<file path="config.mk">
export PLATFORM = sky130hd
export DESIGN_NAME = rot_arb6
export DESIGN_NICKNAME = d
export VERILOG_FILES = /design/src/rtl/rot_arb_pkg.sv /design/src/rtl/rot_arb_pick.sv /design/src/rtl/rot_arb_sel.sv /design/src/rtl/rot_arb6.sv
export SDC_FILE = /design/constraint.sdc
export NUM_CORES = 1
export LEC_CHECK = 0
export BUFFER_PORTS_ARGS = -buffer_cell sky130_fd_sc_hd__buf_2
export CAP_MARGIN = 20
export CORE_MARGIN = 5
export CORE_UTILIZATION = 50
export DETAILED_ROUTE_END_ITERATION = 12
export HOLD_SLACK_MARGIN = 0.1
export PLACE_DENSITY_LB_ADDON = 0.15
export SLEW_MARGIN = 20
export SYNTH_ARGS = -nofsm -noshare
export SYNTH_HDL_FRONTEND = slang
export SYNTH_SLANG_ARGS = --single-unit
</file>
<file path="constraint.sdc">
create_clock -name clk_i -period 3.3 [get_ports clk_i]
set_input_delay 0.165 -clock clk_i [delete_from_list [all_inputs] [get_ports clk_i]]
set_output_delay 0.165 -clock clk_i [all_outputs]
set_load 0.05 [all_outputs]
</file>
<file path="src/rtl/rot_arb_pkg.sv">
package rot_arb_pkg;
  localparam int unsigned NUM_REQ = 6;
  localparam int unsigned MID_N   = NUM_REQ - 2;
  localparam int unsigned SEL_W   = $clog2(MID_N);
  localparam int unsigned IDX_W   = $clog2(NUM_REQ);
  localparam int unsigned TOP_IDX = 0;
  localparam int unsigned BOT_IDX = NUM_REQ - 1;

  typedef logic [NUM_REQ-1:0] req_t;
  typedef logic [SEL_W-1:0]   sel_t;
  typedef logic [IDX_W-1:0]   idx_t;
endpackage

</file>
<file path="src/rtl/rot_arb_pick.sv">
module rot_arb_pick
  import rot_arb_pkg::*;
(
  input  req_t req_i,
  input  sel_t sel_i,
  output req_t gnt_o,
  output logic vld_o,
  output idx_t idx_o
);
  logic found;
  int unsigned pos;

  always_comb begin
    gnt_o = '0;
    idx_o = '0;
    found = 1'b0;
    pos   = 0;
    if (req_i[TOP_IDX]) begin
      idx_o = idx_t'(TOP_IDX);
      found = 1'b1;
    end else begin
      // middle lines: rotating window starting at sel+1
      for (int unsigned k = 0; k < MID_N; k++) begin
        pos = 32'(sel_i) + k;
        pos = 1 + (pos % MID_N);
        if (!found && req_i[pos]) begin
          idx_o = idx_t'(pos);
          found = 1'b1;
        end
      end
      if (!found && req_i[BOT_IDX]) begin
        idx_o = idx_t'(BOT_IDX);
        found = 1'b1;
      end
    end
    if (found) gnt_o[idx_o] = 1'b1;
    vld_o = found;
  end
endmodule

</file>
<file path="src/rtl/rot_arb_sel.sv">
module rot_arb_sel
  import rot_arb_pkg::*;
(
  input  logic clk_i,
  input  logic rst_ni,
  input  logic rot_en_i,
  input  logic serve_i,
  input  logic vld_i,
  input  idx_t idx_i,
  input  logic wr_i,
  input  sel_t wdata_i,
  output sel_t sel_o
);
  sel_t sel_q, sel_d;
  logic mid_hit;

  assign mid_hit = (idx_i != idx_t'(TOP_IDX)) && (idx_i != idx_t'(BOT_IDX));

  always_comb begin
    sel_d = sel_q;
    if (wr_i)
      sel_d = wdata_i;
    else if (rot_en_i && serve_i && vld_i && mid_hit)
      sel_d = sel_t'(idx_i);  // idx 1..MID_N wraps, so MID_N maps to 0
  end

  always_ff @(posedge clk_i or negedge rst_ni) begin
    if (!rst_ni) sel_q <= '0;
    else         sel_q <= sel_d;
  end

  assign sel_o = sel_q;

  assert_wr_wins_R9: assert property (@(posedge clk_i) disable iff (!rst_ni)
    wr_i |=> sel_o == $past(wdata_i));

  assert_fixed_hold_R5: assert property (@(posedge clk_i) disable iff (!rst_ni)
    (!rot_en_i && !wr_i) |=> $stable(sel_o));

  assert_edge_hold_R7: assert property (@(posedge clk_i) disable iff (!rst_ni)
    (rot_en_i && serve_i && !wr_i && vld_i &&
     (idx_i == idx_t'(TOP_IDX) || idx_i == idx_t'(BOT_IDX))) |=> $stable(sel_o));

  assert_idle_serve_R8: assert property (@(posedge clk_i) disable iff (!rst_ni)
    (serve_i && !vld_i && !wr_i) |=> $stable(sel_o));

  assert_rot_to_last_R6: assert property (@(posedge clk_i) disable iff (!rst_ni)
    (rot_en_i && serve_i && !wr_i && vld_i && idx_i == idx_t'(1)) |=> sel_o == sel_t'(1));
endmodule

</file>
<file path="src/rtl/rot_arb6.sv">
module rot_arb6
  import rot_arb_pkg::*;
(
  input  logic             clk_i,
  input  logic             rst_ni,
  input  logic [5:0]       req_i,
  input  logic             serve_i,
  input  logic             rot_en_i,
  input  logic             sel_wr_i,
  input  logic [1:0]       sel_wdata_i,
  output logic [5:0]       gnt_o,
  output logic             gnt_vld_o,
  output logic [2:0]       gnt_idx_o,
  output logic [1:0]       sel_o
);
  sel_t sel;
  req_t gnt;
  idx_t idx;
  logic vld;

  rot_arb_pick u_pick (
    .req_i (req_i),
    .sel_i (sel),
    .gnt_o (gnt),
    .vld_o (vld),
    .idx_o (idx)
  );

  rot_arb_sel u_sel (
    .clk_i   (clk_i),
    .rst_ni  (rst_ni),
    .rot_en_i(rot_en_i),
    .serve_i (serve_i),
    .vld_i   (vld),
    .idx_i   (idx),
    .wr_i    (sel_wr_i),
    .wdata_i (sel_wdata_i),
    .sel_o   (sel)
  );

  assign gnt_o     = gnt;
  assign gnt_vld_o = vld;
  assign gnt_idx_o = idx;
  assign sel_o     = sel;

  assert_onehot_R4: assert property (@(posedge clk_i) disable iff (!rst_ni)
    $onehot0(gnt_o) && (gnt_vld_o == (|req_i)));

  assert_idx_match_R4: assert property (@(posedge clk_i) disable iff (!rst_ni)
    gnt_vld_o |-> gnt_o[gnt_idx_o]);

  assert_top_wins_R2: assert property (@(posedge clk_i) disable iff (!rst_ni)
    req_i[0] |-> (gnt_o == 6'b000001));

  assert_bottom_last_R2: assert property (@(posedge clk_i) disable iff (!rst_ni)
    gnt_o[5] |-> (req_i[4:0] == 5'b0));
endmodule

</file>
Word level (Yosys, flattened, before mapping)
Cells that the tools add are included.
{"block": "totals", "reg_bits": 2, "input_bits": 13, "output_inout_bits": 12, "wordCells": 58}
{"block": "op_classes", "addsub": 6, "n_lt_le_gt_ge": 6, "eq_ne": 1, "mux": 29, "reduce_logical": 15}
{"op": "32-bit by 4-bit less-than comparator with 1-bit output (second input constant)", "count": 3}
{"op": "3-bit two-way mux", "count": 6}
{"op": "1-bit two-way mux", "count": 15}
{"op": "1-bit binary-select mux with 3-bit select", "count": 4}
{"op": "1-bit by 2-bit adder with 3-bit output (first input constant)", "count": 3}
{"op": "1-bit logical AND", "count": 9}
{"op": "3-bit by 4-bit less-than comparator with 1-bit output (second input constant)", "count": 2}
{"op": "6-bit two-way mux", "count": 1}
{"op": "2-bit adder (second input constant)", "count": 2}
{"op": "1-bit zero test", "count": 4}
{"op": "2-bit two-way mux", "count": 2}
{"op": "2-bit by 1-bit adder with 3-bit output (second input constant)", "count": 1}
{"op": "1-bit demux with 3-bit select", "count": 1}
{"op": "3-bit by 1-bit >= comparator with 1-bit output (second input constant)", "count": 1}
{"op": "3-bit inequality test (second input constant)", "count": 1}
{"op": "3-bit nonzero test", "count": 1}
{"op": "2-bit nonzero test", "count": 1}

Longest topological paths before layout
Gate-level depths: netlist of the first run.
{"block": "logic_depth", "ltp_word": 26, "ltp_mapped": 12, "depth_no_buf": 9}

By module
Synthesis of the first run repeated with hierarchy kept, for this count alone.
{"block": "hier_totals", "hier_cells": 92, "hier_area_um2": 710.7}
{"mod": "rot_arb_pick", "instances": 1, "cells_each": 77, "area_per_inst_um2": 584.3, "seq_area_each_um2": 0.0}
{"mod": "rot_arb_sel", "instances": 1, "cells_each": 15, "area_per_inst_um2": 126.4, "seq_area_each_um2": 50.0}

Worst setup path before layout of the first run
Ideal clock, no wire load.
{"block": "synth_timing", "kind": "register to output", "from": "reg u_sel.sel_q[0] (netlist: u_sel.sel_o[0])", "to": "out gnt_o[1]", "t_arrival_ps": 4596, "t_required_ps": 3135, "setup_slack_ps": -1461, "stages_incl_launch_ff": 12, "path_buffers": 3, "cell_sequence": "dfrtp_1 -> buf_6 -> inv_2 -> ha_1 -> buf_6 -> clkbuf_1 -> nand3_1 -> a21oi_1 -> a2111oi_0 -> o22ai_2 -> nor2_2 -> nor4b_1"}
{"block": "synth_between", "elab_chain_len": 26, "elab_cells_between_ends": 44, "classes_between": "add/sub (6); order compare (2); mux (27); reduce/logical (9)"}
{"element": "from (decl)", "line_no": "rot_arb_sel.sv:14", "rtl": "sel_t sel_q, sel_d;"}
{"element": "from (signal assigned)", "line_no": "rot_arb_sel.sv:29", "rtl": "else sel_q <= sel_d;"}
{"element": "2-bit by 1-bit adder with 3-bit output", "line_no": "rot_arb_pick.sv:24", "rtl": "pos = 32'(sel_i) + k;"}
{"element": "1-bit binary-select mux with 3-bit select", "line_no": "rot_arb_pick.sv:26", "rtl": "if (!found && req_i[pos]) begin"}
{"element": "1-bit two-way mux (implied by the code)", "line_no": "rot_arb_pick.sv:26"}
{"element": "1-bit two-way mux", "line_no": "rot_arb_pick.sv:26"}
{"element": "1-bit two-way mux", "line_no": "rot_arb_pick.sv:18", "rtl": "if (req_i[TOP_IDX]) begin"}
{"element": "1-bit zero test", "line_no": "rot_arb_pick.sv:26"}
{"element": "1-bit logical AND", "line_no": "rot_arb_pick.sv:26"}
{"element": "1-bit two-way mux", "line_no": "rot_arb_pick.sv:26"}
{"element": "[11 not listed]"}
{"element": "3-bit two-way mux *", "line_no": "rot_arb_pick.sv:31", "rtl": "if (!found && req_i[BOT_IDX]) begin"}
{"element": "3-bit two-way mux *", "line_no": "rot_arb_pick.sv:18"}
{"element": "via gnt_idx_o[0]", "line_no": "rot_arb6.sv:13", "rtl": "output logic [2:0] gnt_idx_o,"}
{"element": "3-bit by 4-bit less-than comparator with 1-bit output (implied by the code) / 3-bit by 1-bit >= comparator with 1-bit output (equally long branches)", "line_no": "rot_arb_pick.sv:36", "rtl": "if (found) gnt_o[idx_o] = 1'b1;"}
{"element": "1-bit logical AND (implied by the code)", "line_no": "rot_arb_pick.sv:36"}
{"element": "1-bit two-way mux (implied by the code)", "line_no": "rot_arb_pick.sv:36"}
{"element": "1-bit demux with 3-bit select *"}
{"element": "6-bit two-way mux *", "line_no": "rot_arb_pick.sv:36"}
{"element": "to (decl)", "line_no": "rot_arb6.sv:11", "rtl": "output logic [5:0] gnt_o,"}
The timed path passes the listed nets; every way through them passes the cells marked *. The select of a mux whose other input is x is not followed.

Worst setup path after layout of the first run
{"block": "layout_timing", "from": "reg u_sel.sel_q[0] (netlist: u_sel.sel_o[0])", "to": "out gnt_o[5]"}
{"block": "layout_between", "elab_chain_len": 26, "elab_cells_between_ends": 44, "classes_between": "add/sub (6); order compare (2); mux (27); reduce/logical (9)"}
{"element": "2-bit by 1-bit adder with 3-bit output", "line_no": "rot_arb_pick.sv:24"}
{"element": "1-bit binary-select mux with 3-bit select", "line_no": "rot_arb_pick.sv:26"}
{"element": "1-bit two-way mux (implied by the code)", "line_no": "rot_arb_pick.sv:26"}
{"element": "1-bit two-way mux", "line_no": "rot_arb_pick.sv:26"}
{"element": "1-bit two-way mux", "line_no": "rot_arb_pick.sv:18"}
{"element": "1-bit zero test", "line_no": "rot_arb_pick.sv:26"}
{"element": "1-bit logical AND", "line_no": "rot_arb_pick.sv:26"}
{"element": "1-bit two-way mux", "line_no": "rot_arb_pick.sv:26"}
{"element": "[10 not listed]"}
{"element": "1-bit logical AND", "line_no": "rot_arb_pick.sv:31"}
{"element": "3-bit two-way mux", "line_no": "rot_arb_pick.sv:31"}
{"element": "3-bit two-way mux", "line_no": "rot_arb_pick.sv:18"}
{"element": "3-bit by 4-bit less-than comparator with 1-bit output (implied by the code) / 3-bit by 1-bit >= comparator with 1-bit output (equally long branches)", "line_no": "rot_arb_pick.sv:36"}
{"element": "1-bit logical AND (implied by the code)", "line_no": "rot_arb_pick.sv:36"}
{"element": "1-bit two-way mux (implied by the code)", "line_no": "rot_arb_pick.sv:36"}
{"element": "1-bit demux with 3-bit select"}
{"element": "6-bit two-way mux *", "line_no": "rot_arb_pick.sv:36"}
Mark *: on every way between the ends. The rest lies on a longest branch, timed or not. The select of a mux whose other input is x is not followed.

==> results.json, run 1 <==
{
  "worst_hold_slack_ns": 0.158,
  "clk_pin_slew_ns": 0.03,
  "synth_top_area_frac": 0.0734,
  "synthTopCellsByArea": "mux2_2 7.3%, dfrtp_1 6.5%, ha_1 6.5%, mux2i_1 6.5%, nor2b_1 4.9%",
  "power.density_nw_per_um2": 571,
  "grt_pass1_wl_mm": 3.87,
  "cts-buffers-inserted": 3,
  "die_w_um": 49.2,
  "ys_ff_latch": 2,
  "clk_path_buf_depth": 2,
  "diodes": 0,
  "cts_tree": "done",
  "clk_latency_ns": 0.22,
  "synth_area_um2": 767,
  "fin_skew_ns": 0.00466,
  "ys_types": 45,
  "preCtsSetupSlack_ns": 0.302,
  "fin_nets": 141,
  "gp_congestion": 0.945,
  "final_core_util": 0.736,
  "die_y_um": 49.2,
  "cts_sinks": 2,
  "slew_violations": 0,
  "grt-ovfl-total": 0,
  "multi_input_area_um2": 801,
  "vias_per_cell": 6.19,
  "post_drt_wl_per_cell_um": 16.3,
  "dpl.hpwl_mm": 1.78,
  "peakVddDrop_uv": 399,
  "layout_common_cells": "23 x buf_2, 6 x nor2b_1",
  "yosysWarnings": 0,
  "finalCriticalPeriod_ns": 3.12,
  "root_buffer": "clkbuf_4",
  "vias": 854,
  "coreArea_um2": 1490,
  "final_common_cell": "buf_2",
  "syn-instance-count": 96,
  "ant_nets": 0,
  "power_mw": 0.626,
  "dieArea_um2": 2420,
  "end_kind": "output port",
  "drt_iter0_drc": 19,
  "post-cts-setup-buffers": 0,
  "final.setup.worst_slack_ns": 0.180,
  "ys_seq_area_frac": 0.0653,
  "synth-edff-count": 0,
  "final_area_um2": 1100,
  "avgSynthCellArea_um2": 7.99,
  "setup_viol_count_final": 0,
  "hold_class": "primary input to flop",
  "drc": 0,
  "syn2layout_area_growth_pct": 42.9,
  "cp.arrival_ns": 2.96,
  "dr.pass1.iters": 4,
  "nFillCells": 103,
  "grt_pass1_vias": 869,
  "tightest_slew_ns": 0.430,
  "largest_register_ffs": 2,
  "async_flop_share": 1.00,
  "final-seq-area_um2": 52.6,
  "cp_max_fo": 8,
  "layout-drive-gt1-share": 0.500,
  "grt_max_degree": 17,
  "h-tree-depth": 1,
  "grt_usage": 0.191,
  "period_share": 0.945,
  "yosysTopAreaCell": "mux2_2",
  "hold_viol_final": 0,
  "critPathLaunchType": "flop",
  "maxCapViolCount": 0,
  "ys.flop_type": "dfrtp_1",
  "initial_core_util": 0.515,
  "max_freq_mhz": 321,
  "status": "completed",
  "place_area_um2": 1030,
  "dp.cells": 134,
  "syn_nets": 113,
  "path_class": "flop to output port",
  "io_pins": 25,
  "wl_mm": 2.25,
  "port_buffers": 24,
  "grt_setup_unrepaired": "false",
  "relSlewSlack": 0.711,
  "p_leak_nw": 0.453,
  "antenna_found_initial": 0,
  "final.setup.tns_ns": 0,
  "worst_ep_required_time_ns": 3.13,
  "rows": 14,
  "layout.cells.non_filler": 138
}
## final timing paths
| path | to | startpoint | cells after the start | slack, ns |
|---|---|---|---|---|
| worst max-delay path | gnt_o[5] | u_sel.sel_o[0] | 8 | 0.18 |
| worst min-delay path | u_sel.sel_o[0] | sel_wdata_i[0] | 3 | 0.16 |
| worst max register to register | u_sel.sel_o[1] | u_sel.sel_o[0] | 9 | 0.42 |
| worst min register to register | u_sel.sel_o[0] | u_sel.sel_o[0] | 2 | 0.66 |
| max in group asynchronous | u_sel.sel_o[1] | rst_ni | 2 | 2.92 |
| min in group asynchronous | u_sel.sel_o[0] | rst_ni | 2 | 0.27 |
## report_power, final
| part | switching [mW] | internal (mW) |
|---|---|---|
| Combinational | 0.332 | 0.203 |
| Clock | 0.0140 | 0.0402 |
| Sequential | 0.00753 | 0.0289 |
| Total | 0.354 | 0.272 |
## cell usage after synthesis, types with 2 or more instances
cell and n:
a21o_1 2, mux2i_1 5, clkbuf_1 2, mux2_2 5
o32a_1 3, a222oi_1 2, nor2b_1 6, ha_1 4
a21oi_1 5, nor3_1 5, buf_2 2, nand3_1 4
inv_1 5, nor2_1 6, buf_6 3, dfrtp_1 2
nand2_1 5, nand2b_1 2, xor2_1 2
## metal layers
metal | track usage | vias to the layer above | share of wire
met5 | 0 | - | 0
met4 | 0.0269 | 0 | 0
met3 | 0.0245 | 0 | 0.040
met2 | 0.356 | 25 | 0.53
met1 | 0.231 | 407 | 0.43
li1 | - | 422 | -
## critical path, cell delays in order, from the launching register on
cell and delay [ns]:
dfrtp_2 0.45, inv_8 0.10, ha_4 0.17, mux2_4 0.31
mux4_2 0.57, nand4b_1 0.30, o21a_4 0.30, nor4_4 0.24
buf_2 0.29
## what timing repair did
action,in CTS,in global routing
gates resized for setup,0,4
endpoints found under the setup margin,0,3
hold endpoints to repair,2,0
hold buffers,1,0
## area by class of cell
| type | count | area share |
|---|---|---|
| multi-input cells | 81 | 0.731 |
| repair buffers | 30 | 0.155 |
| flip-flops and latches | 2 | 0.0479 |
| inverters | 6 | 0.0274 |
| clock buffers | 3 | 0.0205 |
| well taps | 16 | 0.0183 |
## cell families (layout without fill, tap and decap cells)
group                    count (synthesis)  in the layout  synth area share
buffers and inverters                   13             39            0.0962
multiplexers                            13             13             0.202
adder cells (fa/ha/maj)                  4              4            0.0653
AO/OA/AOI/OAI                           25             25             0.259
AND/OR/NAND/NOR                         37             37             0.289
flip-flops                               2              2            0.0653
XOR/XNOR                                 2              2            0.0228
Note: power is estimated with default switching activity, not from simulation.
==> run 2: changes to the inputs <==
- CAP_MARGIN: 20 -> unset
- CELL_PAD_IN_SITES_DETAIL_PLACEMENT: unset -> 0
- CELL_PAD_IN_SITES_GLOBAL_PLACEMENT: unset -> 1
- CORE_UTILIZATION: 50 -> 36
==> run 2 against run 1 <==
Effect of this change: maximum frequency fell by 1.0%; sequential power shrank 4%; clock-buffer cell count is the same; clock skew fell by 0.0027 ns; register-to-register slack improved by 0.02 ns.
==> results.json, run 2 (synthesis gave the netlist of run 1 again) <==
{
  "setup_viol_count_final": 0,
  "max_freq_mhz": 317,
  "peakVddDrop_uv": 315,
  "holdCritStartpoint": "sel_wdata_i[0]",
  "port_buffers": 24,
  "worst_r2r_endpoint": "u_sel.sel_o[1]",
  "rows": 16,
  "dr.pass1.iters": 4,
  "final_area_um2": 1110,
  "coreArea_um2": 2000,
  "relSlewSlack": 0.721,
  "h-tree-depth": 1,
  "initial_core_util": 0.383,
  "worst_hold_slack_ns": 0.167,
  "clk_pin_slew_ns": 0.03,
  "gp_congestion": 0.894,
  "grt-ovfl-total": 0,
  "wl_mm": 2.29,
  "dpl.hpwl_mm": 1.71,
  "fin_nets": 141,
  "io_pins": 25,
  "power.density_nw_per_um2": 567,
  "place_area_um2": 1050,
  "grt_pass1_wl_mm": 3.74,
  "cts_tree": "done",
  "ant_nets": 0,
  "finalCriticalPeriod_ns": 3.15,
  "min_delay_path_depth": 3,
  "period_share": 0.956,
  "slew_violations": 0,
  "switching_share": 0.562,
  "cts-buffers-inserted": 3,
  "largest_register_ffs": 2,
  "layout_common_cells": "23 x buf_2, 6 x nor2b_1",
  "p_leak_nw": 0.450,
  "path_class": "flop to output port",
  "layout-drive-gt1-share": 0.508,
  "syn2layout_area_growth_pct": 45.0,
  "tightest_slew_ns": 0.415,
  "multi_input_area_um2": 803,
  "clkPwrFrac": 0.085,
  "hold_viol_final": 0,
  "final_common_cell": "buf_2",
  "vias_per_cell": 5.93,
  "comb_power_share": 0.859,
  "antenna_found_initial": 0,
  "clk_path_buf_depth": 2,
  "status": "completed",
  "rrSetupSlack_ns": 0.44,
  "r2r_cells": 9,
  "hold_end": "u_sel.sel_o[0]",
  "post-cts-setup-buffers": 0,
  "grt_pass1_vias": 789,
  "clk_latency_ns": 0.22,
  "post_drt_wl_per_cell_um": 15.3,
  "maxCapViolCount": 0,
  "grt_max_degree": 20,
  "cp_max_fo": 8,
  "internal_power_mw": 0.276,
  "fin_skew_ns": 0.00201,
  "pwr-share-seq": 0.056,
  "die_y_um": 56.2,
  "cp.arrival_ns": 2.99,
  "drc": 0,
  "cts_sinks": 2,
  "final-seq-area_um2": 52.6,
  "critPathLaunchType": "flop",
  "drt_iter0_drc": 24,
  "die_w_um": 56.2,
  "root_buffer": "clkbuf_4",
  "diodes": 0,
  "grt_usage": 0.143,
  "nFillCells": 192,
  "dieArea_um2": 3150,
  "rr_startpoint": "u_sel.sel_o[0]",
  "end_kind": "output port",
  "vias": 884,
  "p_sw_mw": 0.355,
  "worst_ep_required_time_ns": 3.13,
  "hold_class": "primary input to flop"
}
run 2: power by group through the flow:
stage | clock network (mW) | logic (mW) | registers [mW]
finish | 0.0537 | 0.542 | 0.0351
global route | 0.0615 | 0.579 | 0.0359
CTS | 0.0574 | 0.520 | 0.0353
floorplan | 0 | 0.420 | 0.0463
global placement | 0 | 0.521 | 0.0351
detailed placement | 0 | 0.518 | 0.0355
run 2: area by class of cell:
class                   instances  area share
repair buffers                 30       0.153
multi-input cells              81       0.722
well taps                      27      0.0304
inverters                       6      0.0270
clock buffers                   3      0.0202
flip-flops and latches          2      0.0472
run 2: worst max-delay path by stage:
stage                               from  endpoint  cells after the start
final                     u_sel.sel_o[0]  gnt_o[1]                      9
after global routing      u_sel.sel_o[0]  gnt_o[1]                     10
after CTS                 u_sel.sel_o[0]  gnt_o[1]                     10
after detailed placement  u_sel.sel_o[0]  gnt_o[1]                     10
after global placement    u_sel.sel_o[0]  gnt_o[1]                     10
after floorplan           u_sel.sel_o[0]  gnt_o[1]                      9
run 2: repair_timing:
item                                    4_1_cts  5_1_grt
endpoints found under the hold margin         2        0
endpoints found under the setup margin        0        7
resized for setup                             0        6
hold buffers                                  1        0
run 2: through the flow:
step                       util  setup WS, ns  cells  setup TNS [ns]  power [mW]
final                     0.556         0.147    149               0       0.631
after global routing      0.556       -0.0139    149         -0.0139       0.677
after CTS                 0.540       0.00723    149               0       0.613
after detailed placement  0.524         0.241    145               0       0.553
after global placement    0.524         0.192    145               0       0.556
after floorplan               -       -0.0458     96         -0.0679       0.467
run 2: worst max-delay path: stages, from the launching register on:
cell,delay (ns)
dfrtp_2,0.43
inv_8,0.10
ha_4,0.18
mux2_4,0.31
mux4_2,0.56
o211ai_1,0.25
o311a_2,0.33
nor2_4,0.07
nor4b_4,0.26
clkbuf_4,0.27
run 2: layer usage:
metal | routed length, um | GRT usage | up-vias
met4 | 0 | 0.0305 | 0
met2 | 1120 | 0.230 | 34
met5 | 0 | 0 | -
met1 | 1040 | 0.201 | 423
met3 | 127 | 0.0162 | 0
li1 | - | - | 427
